[config.mk]
export PLATFORM = sky130hd
export DESIGN_NAME = spi_port
export DESIGN_NICKNAME = d
export VERILOG_FILES = /design/src/rtl/spi_port_pkg.sv /design/src/rtl/spi_clk_div.sv /design/src/rtl/spi_shift.sv /design/src/rtl/spi_flags.sv /design/src/rtl/spi_port.sv
export SDC_FILE = /design/constraint.sdc
export NUM_CORES = 1
export LEC_CHECK = 0
export ABC_CLOCK_PERIOD_IN_PS = 4900
export CORE_MARGIN = 4
export CORE_UTILIZATION = 60
export DETAILED_ROUTE_END_ITERATION = 10
export GPL_TIMING_DRIVEN = 0
export PLACE_DENSITY = 0.95
export SYNTH_ARGS = -nofsm -noshare
export SYNTH_HDL_FRONTEND = slang
export SYNTH_SLANG_ARGS = --single-unit
[constraint.sdc]
create_clock -name clk_i -period 4.9 [get_ports clk_i]
set_input_delay 1.225 -clock clk_i [delete_from_list [all_inputs] [get_ports clk_i]]
set_output_delay 1.225 -clock clk_i [all_outputs]
set_load 0.01 [all_outputs]
[src/rtl/spi_port_pkg.sv]
package spi_port_pkg;
  localparam int BUS_W = 8;
  localparam logic [1:0] A_CTRL = 2'd0;
  localparam logic [1:0] A_DIV  = 2'd1;
  localparam logic [1:0] A_STAT = 2'd2;
  localparam logic [1:0] A_DATA = 2'd3;
  localparam int BIT_DONE = 7;
  localparam int BIT_WCOL = 6;
  localparam int BIT_MODF = 4;

  typedef struct packed {
    logic [2:0] rsvd;
    logic       irq_en;
    logic       cpha;
    logic       cpol;
    logic       master;
    logic       enable;
  } ctrl_t;
endpackage

[src/rtl/spi_clk_div.sv]
module spi_clk_div #(
  parameter int DIV_W = 8
) (
  input  logic             clk_i,
  input  logic             rst_ni,
  input  logic             run_i,
  input  logic [DIV_W-1:0] half_i,
  output logic             tick_o
);
  logic [DIV_W-1:0] cnt_q;
  logic [DIV_W-1:0] lim;

  assign lim    = (half_i == '0) ? DIV_W'(1) : half_i;
  assign tick_o = run_i && (cnt_q == lim - 1'b1);

  always_ff @(posedge clk_i or negedge rst_ni) begin
    if (!rst_ni)               cnt_q <= '0;
    else if (!run_i || tick_o) cnt_q <= '0;
    else                       cnt_q <= cnt_q + 1'b1;
  end

  assert_tick_spacing_R4: assert property (@(posedge clk_i) disable iff (!rst_ni)
    (tick_o && lim != DIV_W'(1) && $stable(half_i)) |=> !tick_o);
endmodule

[src/rtl/spi_shift.sv]
module spi_shift #(
  parameter int DW = 8
) (
  input  logic          clk_i,
  input  logic          rst_ni,
  input  logic          start_i,
  input  logic [DW-1:0] load_i,
  input  logic          abort_i,
  input  logic          master_i,
  input  logic          cpol_i,
  input  logic          cpha_i,
  input  logic          tick_i,
  input  logic          sck_edge_i,
  input  logic          sck_lvl_i,
  input  logic          in_bit_i,
  output logic          run_o,
  output logic          done_o,
  output logic [DW-1:0] rx_o,
  output logic          out_bit_o,
  output logic          sck_ph_o
);
  localparam int EDGES = 2 * DW;
  localparam int CW    = $clog2(EDGES);
  localparam logic [CW-1:0] LAST = CW'(EDGES - 1);

  logic          run_q, ph_q, out_q;
  logic [CW-1:0] cnt_q;
  logic [DW-1:0] sr_q, sr_shift;
  logic          edge_ev, lead, trail, sample_ev, drive_ev;

  assign edge_ev   = master_i ? (tick_i && run_q) : sck_edge_i;
  assign lead      = edge_ev && (master_i ? !ph_q : (sck_lvl_i != cpol_i));
  assign trail     = edge_ev && !lead;
  assign sample_ev = !abort_i && (cpha_i ? trail : lead);
  assign drive_ev  = !abort_i && (cpha_i ? lead : trail);
  assign sr_shift  = {sr_q[DW-2:0], in_bit_i};
  assign done_o    = trail && (cnt_q == LAST);
  assign rx_o      = sample_ev ? sr_shift : sr_q;

  always_ff @(posedge clk_i or negedge rst_ni) begin
    if (!rst_ni) begin
      run_q <= 1'b0;
      ph_q  <= 1'b0;
      cnt_q <= '0;
    end else if (abort_i) begin
      run_q <= 1'b0;
      ph_q  <= 1'b0;
      cnt_q <= '0;
    end else if (start_i) begin
      run_q <= master_i;
      ph_q  <= 1'b0;
      cnt_q <= '0;
    end else if (edge_ev) begin
      cnt_q <= done_o ? '0 : cnt_q + 1'b1;
      if (master_i) ph_q <= !ph_q;
      if (done_o)   run_q <= 1'b0;
    end
  end

  // one register serves both directions: rx enters at LSB as tx leaves at MSB
  always_ff @(posedge clk_i or negedge rst_ni) begin
    if (!rst_ni) begin
      sr_q  <= '0;
      out_q <= 1'b0;
    end else if (start_i) begin
      sr_q  <= load_i;
      out_q <= load_i[DW-1];
    end else begin
      if (sample_ev) sr_q  <= sr_shift;
      if (drive_ev)  out_q <= sr_q[DW-1];
    end
  end

  assign run_o     = run_q;
  assign out_bit_o = out_q;
  assign sck_ph_o  = ph_q;

  assert_sr_hold_R8: assert property (@(posedge clk_i) disable iff (!rst_ni)
    (!start_i && !sample_ev) |=> $stable(sr_q));
  assert_done_stops_R3: assert property (@(posedge clk_i) disable iff (!rst_ni)
    (done_o && master_i && !start_i) |=> (!run_q && !ph_q));
endmodule

[src/rtl/spi_flags.sv]
module spi_flags (
  input  logic clk_i,
  input  logic rst_ni,
  input  logic clr_i,
  input  logic set_done_i,
  input  logic set_wcol_i,
  input  logic set_modf_i,
  input  logic irq_en_i,
  output logic done_o,
  output logic wcol_o,
  output logic modf_o,
  output logic irq_o
);
  localparam int NF = 3;
  logic [NF-1:0] set_v, flag_q;

  assign set_v = {set_modf_i, set_wcol_i, set_done_i};

  for (genvar i = 0; i < NF; i++) begin : g_flag
    always_ff @(posedge clk_i or negedge rst_ni) begin
      if (!rst_ni)       flag_q[i] <= 1'b0;
      else if (set_v[i]) flag_q[i] <= 1'b1;
      else if (clr_i)    flag_q[i] <= 1'b0;
    end

    assert_clear_on_read_R2: assert property (@(posedge clk_i) disable iff (!rst_ni)
      (clr_i && !set_v[i]) |=> !flag_q[i]);
    assert_set_wins_R2: assert property (@(posedge clk_i) disable iff (!rst_ni)
      set_v[i] |=> flag_q[i]);
  end

  assign done_o = flag_q[0];
  assign wcol_o = flag_q[1];
  assign modf_o = flag_q[2];
  assign irq_o  = flag_q[0] && irq_en_i;
endmodule

[src/rtl/spi_port.sv]
module spi_port
  import spi_port_pkg::*;
#(
  parameter int DW          = 8,
  parameter int SYNC_STAGES = 2
) (
  input  logic             clk_i,
  input  logic             rst_ni,
  input  logic             sel_i,
  input  logic             wr_i,
  input  logic             rd_i,
  input  logic [1:0]       addr_i,
  input  logic [BUS_W-1:0] wdata_i,
  output logic [BUS_W-1:0] rdata_o,
  output logic             irq_o,
  input  logic             sck_i,
  output logic             sck_o,
  output logic             sck_oe_o,
  input  logic             mosi_i,
  output logic             mosi_o,
  output logic             mosi_oe_o,
  input  logic             miso_i,
  output logic             miso_o,
  output logic             miso_oe_o,
  input  logic             ss_ni
);
  logic [SYNC_STAGES-1:0] sck_sy, ss_sy, mosi_sy;
  logic                   sck_q;
  ctrl_t                  ctrl_q;
  logic [BUS_W-1:0]       div_q;
  logic [DW-1:0]          rx_q, rx_next;
  logic                   sck_s, ss_act, mosi_s;
  logic                   wr_ctrl, wr_div, wr_data, rd_stat;
  logic                   busy, data_wr_ok, start, wcol_set, mode_fault, abort;
  logic                   tick, run, done, out_bit, sck_ph, sck_edge;
  logic                   f_done, f_wcol, f_modf;

  always_ff @(posedge clk_i or negedge rst_ni) begin
    if (!rst_ni) begin
      sck_sy  <= '0;
      ss_sy   <= '1;
      mosi_sy <= '0;
      sck_q   <= 1'b0;
    end else begin
      sck_sy  <= {sck_sy[SYNC_STAGES-2:0], sck_i};
      ss_sy   <= {ss_sy[SYNC_STAGES-2:0], ss_ni};
      mosi_sy <= {mosi_sy[SYNC_STAGES-2:0], mosi_i};
      sck_q   <= sck_s;
    end
  end

  assign sck_s  = sck_sy[SYNC_STAGES-1];
  assign ss_act = !ss_sy[SYNC_STAGES-1];
  assign mosi_s = mosi_sy[SYNC_STAGES-1];

  assign wr_ctrl = sel_i && wr_i && (addr_i == A_CTRL);
  assign wr_div  = sel_i && wr_i && (addr_i == A_DIV);
  assign wr_data = sel_i && wr_i && (addr_i == A_DATA);
  assign rd_stat = sel_i && rd_i && (addr_i == A_STAT);

  assign busy       = ctrl_q.master ? run : ss_act;
  assign data_wr_ok = wr_data && ctrl_q.enable;
  assign start      = data_wr_ok && !busy;
  assign wcol_set   = data_wr_ok && busy;
  assign mode_fault = ctrl_q.enable && ctrl_q.master && ss_act;
  assign abort      = !ctrl_q.enable || mode_fault || (!ctrl_q.master && !ss_act);
  assign sck_edge   = ss_act && (sck_s != sck_q);

  always_ff @(posedge clk_i or negedge rst_ni) begin
    if (!rst_ni) begin
      ctrl_q <= '0;
      div_q  <= BUS_W'(1);
      rx_q   <= '0;
    end else begin
      if (wr_ctrl)    ctrl_q <= ctrl_t'({3'b000, wdata_i[4:0]});
      if (mode_fault) ctrl_q.master <= 1'b0;
      if (wr_div)     div_q <= wdata_i;
      if (done)       rx_q <= rx_next;
    end
  end

  spi_clk_div #(.DIV_W(BUS_W)) u_div (
    .clk_i  (clk_i),
    .rst_ni (rst_ni),
    .run_i  (run),
    .half_i (div_q),
    .tick_o (tick)
  );

  spi_shift #(.DW(DW)) u_shift (
    .clk_i      (clk_i),
    .rst_ni     (rst_ni),
    .start_i    (start),
    .load_i     (DW'(wdata_i)),
    .abort_i    (abort),
    .master_i   (ctrl_q.master),
    .cpol_i     (ctrl_q.cpol),
    .cpha_i     (ctrl_q.cpha),
    .tick_i     (tick),
    .sck_edge_i (sck_edge),
    .sck_lvl_i  (sck_s),
    .in_bit_i   (ctrl_q.master ? miso_i : mosi_s),
    .run_o      (run),
    .done_o     (done),
    .rx_o       (rx_next),
    .out_bit_o  (out_bit),
    .sck_ph_o   (sck_ph)
  );

  spi_flags u_flags (
    .clk_i      (clk_i),
    .rst_ni     (rst_ni),
    .clr_i      (rd_stat),
    .set_done_i (done),
    .set_wcol_i (wcol_set),
    .set_modf_i (mode_fault),
    .irq_en_i   (ctrl_q.irq_en),
    .done_o     (f_done),
    .wcol_o     (f_wcol),
    .modf_o     (f_modf),
    .irq_o      (irq_o)
  );

  always_comb begin
    rdata_o = '0;
    unique case (addr_i)
      A_CTRL: rdata_o = ctrl_q;
      A_DIV:  rdata_o = div_q;
      A_STAT: begin
        rdata_o[BIT_DONE] = f_done;
        rdata_o[BIT_WCOL] = f_wcol;
        rdata_o[BIT_MODF] = f_modf;
      end
      default: rdata_o = BUS_W'(rx_q);
    endcase
  end

  assign sck_o     = ctrl_q.cpol ^ sck_ph;
  assign sck_oe_o  = ctrl_q.enable && ctrl_q.master;
  assign mosi_o    = out_bit;
  assign mosi_oe_o = ctrl_q.enable && ctrl_q.master;
  assign miso_o    = out_bit;
  assign miso_oe_o = ctrl_q.enable && !ctrl_q.master && ss_act;

  assert_done_flag_R6: assert property (@(posedge clk_i) disable iff (!rst_ni)
    done |=> f_done);
  assert_rx_capture_R6: assert property (@(posedge clk_i) disable iff (!rst_ni)
    done |=> (rx_q == $past(rx_next)));
  assert_irq_raise_R7: assert property (@(posedge clk_i) disable iff (!rst_ni)
    (done && ctrl_q.irq_en && !wr_ctrl) |=> irq_o);
  assert_wcol_flag_R8: assert property (@(posedge clk_i) disable iff (!rst_ni)
    wcol_set |=> f_wcol);
  assert_modf_fallback_R9: assert property (@(posedge clk_i) disable iff (!rst_ni)
    mode_fault |=> (f_modf && !ctrl_q.master && !sck_oe_o && !mosi_oe_o));
endmodule

==> results.cfg <==
[critical_path]
cp_data_required_time_ps = 3670
critPathLaunch = addr_i[1]
endpoint_kind = output pin
slowest_delay_ps = 540
crit_type = in -> out
r2r-start = div_q[3]
crit_end = rdata_o[3]
critPathMostFrequentCell = clkdlybuf4s50_1
crit_chain = clkdlybuf4s50_1 -> buf_1 -> mux2_2 -> a22o_1 -> clkdlybuf4s50_1
reg2reg_to = rx_q[0]
critPathMaxFanout = 10
slowest_stage = clkdlybuf4s50_1
start_kind = input port
cp.arrival_ps = 3350
reg2reg_slack_ps = 1460
r2r_cells = 10

[finish]
mostFrequentLayoutCell = dfrtp_1
layout_common_cells = 51 x dfrtp_1, 32 x clkdlybuf4s50_1, 26 x nor2_1
n_antenna_cell = 0
nNetsFinal = 325
drive_above_1_share_pct = 17.1
final_util_pct = 75.1
fillCellCount = 267
multi_input_area_um2 = 1380
syn_to_final_growth_pct = 18.0
ff_latch_area_um2 = 1360

[global_route]
grt_pass1_vias = 2381
antenna_found_initial = 0
grt_max_degree = 37
overflow = 0
grt.total_usage_pct = 25.1
grt_pass1_wl_mm = 11.7

[min_path]
hold_class = reg -> reg

[clock_tree]
h-tree-depth = 2
numCtsBuffers = 5
cts_setup_buffers = 0
clk_latency_ps = 310
cts_buffer_depth = 2
cts_resized = 0
clkTransAtPathRegs_ps = 100
cts.sinks = 54
cts_hold_buf = 0
cts_root_buf = clkbuf_8
cts_tree = yes

[synthesis]
async_reset_ff_share_pct = 100
syn_avg_cell_area_um2 = 10.9
synth_flop_cell = dfrtp_1
synth_nets = 284
synth_warnings = 0
yosysSeqAreaShare_pct = 47.6
netlist_instances = 262
synth.distinct_cells = 50
synth_edf_count = 0
synth_seq_cells = 54
syn-cell-area_um2 = 2850

[sta]
fin_worst_skew_ps = 8.73
period_minus_slack_ps = 4580
holdWs_ps = 359
hold_viol_final = 0
rsz0062_at_grt = false
period_share_pct = 93.5
drv_slew = 0
tightestPinTransition_ps = 587
worst_slack_ps = 320
timing.fmax_mhz = 218
tns_ps = 0
relSlewSlack_pct = 60.9
finalSetupViolCount = 0

[power_and_ir_drop]
switchingPower_mw = 0.420
netSwitchingFraction_pct = 33.2
pwr-share-seq_pct = 47.1
p_comb_share_pct = 31.0
internal_power_mw = 0.843
peakVddDrop_mv = 0.309
p_leak_nw = 1.51
power_frac_clock_pct = 21.9
powerDensity_nw_per_um2 = 376

[status]
status = finished clean

[routing]
first_iter_violations = 130
drc = 0
via_count = 2251
firstDrtPassIters = 4
antenna_left = 0
route.detailed.wl_per_inst_um = 19.7
vias_per_cell = 6.32
drt_wl_total_mm = 7.02

[place]
dpl.hpwl_mm = 5.10
portBuffers = 33
post-place-ws_ps = 356
gp_congestion = 0.887

[die]
die_w_um = 76.9
dieArea_um2 = 5910
io_pins = 34
rows = 24
core_um2 = 4470
die_height_um = 76.9
initial_core_util_pct = 63.7

[job]
maxCapViolCount = 0
## power by group through the flow
stage          Clock, mW  Combinational, mW  Sequential [mW]
2_1_floorplan          0              0.256            0.574
3_3_place_gp           0              0.364            0.593
3_5_place_dp           0              0.384            0.599
4_1_cts            0.278              0.390            0.591
5_1_grt            0.297              0.427            0.600
6_report           0.277              0.392            0.594
## worst min-delay path by stage
stage               startpoint         end  slack (ps)  cells after the start
floorplan           mosi_sy[0]  mosi_sy[1]         330                      0
global placement    mosi_sy[0]  mosi_sy[1]         330                      0
detailed placement   sck_sy[0]   sck_sy[1]         340                      0
CTS                  sck_sy[0]   sck_sy[1]         360                      0
global route        mosi_sy[0]  mosi_sy[1]         370                      0
finish               sck_sy[0]   sck_sy[1]         360                      0
## final cells by class
type	instances	area share [%]
clock buffer	6	2.46
sequential	54	40.3
multi-input combinational	183	41.1
timing repair buffer	34	10.3
tap	52	1.94
buffer	11	1.79
clock inverter	2	0.595
inverter	14	1.56
## metrics by stage
stage,std cells,cell area [um2],power [mW]
floorplan,262,2850,0.830
global placement,347,3240,0.957
detailed placement,348,3260,0.982
CTS,356,3360,1.26
global route,356,3360,1.32
finish,356,3360,1.26
## cell usage after synthesis (2+ instances only)
cell,instances,area share (%)
a31oi_1,4,0.88
clkbuf_1,6,0.79
mux2_2,18,7.1
mux2i_1,18,6.3
o21ai_0,7,1.2
buf_4,3,0.79
dfstp_2,3,2.8
xor2_1,8,2.5
mux2_4,2,1.1
and3_1,8,1.8
nand3_1,13,2.3
nor2_1,26,3.4
or3_1,2,0.44
a21oi_1,8,1.4
dfrtp_1,51,45
a41o_1,2,0.70
nor2b_1,2,0.44
and2_1,4,0.88
nand2_1,11,1.4
a31o_2,2,0.61
ha_1,3,1.3
xnor2_1,10,3.1
or3b_2,3,0.92
nand2b_1,2,0.44
nor3_1,2,0.35
a22o_1,7,2.2
inv_1,14,1.8
## kinds of logic after synthesis
group                      after synthesis  synth area share, %
muxes                                   39                 15.3
AOI/OAI and AO/OA                       42                 11.3
buffers and inverters                   25                 3.95
DFF                                     54                 47.6
adders and majority gates                3                 1.32
and+or+nand+nor                         81                 15.1
xor gates and xnor gates                18                 5.53
## flip-flops by register name, indices dropped and copies added (netlist names)
signal,cells
u_shift.out_bit_o,1
u_flags.done_o,1
u_div.cnt_q,8
ctrl_q,5
u_shift.cnt_q,4
sck_sy,2
u_shift.run_o,1
u_flags.modf_o,1
sck_q,1
u_shift.sr_q,8
div_q,8
u_flags.wcol_o,1
mosi_sy,2
ss_sy,2
rx_q,8
u_shift.sck_ph_o,1
## routing by layer
layer	vias up	track usage [%]	wire [um]
met5	-	0	0
met4	0	7.25	57
met3	6	4.33	437
met2	94	46.0	3640
met1	1135	30.0	2880
li1	1016	-	-
## critical path: cells and delay by family
kind	cells	cell delay, ps
buf+inv	3	1520
compound gates	1	200
mux	1	400
No activity file was read; power rests on OpenSTA's default activity.
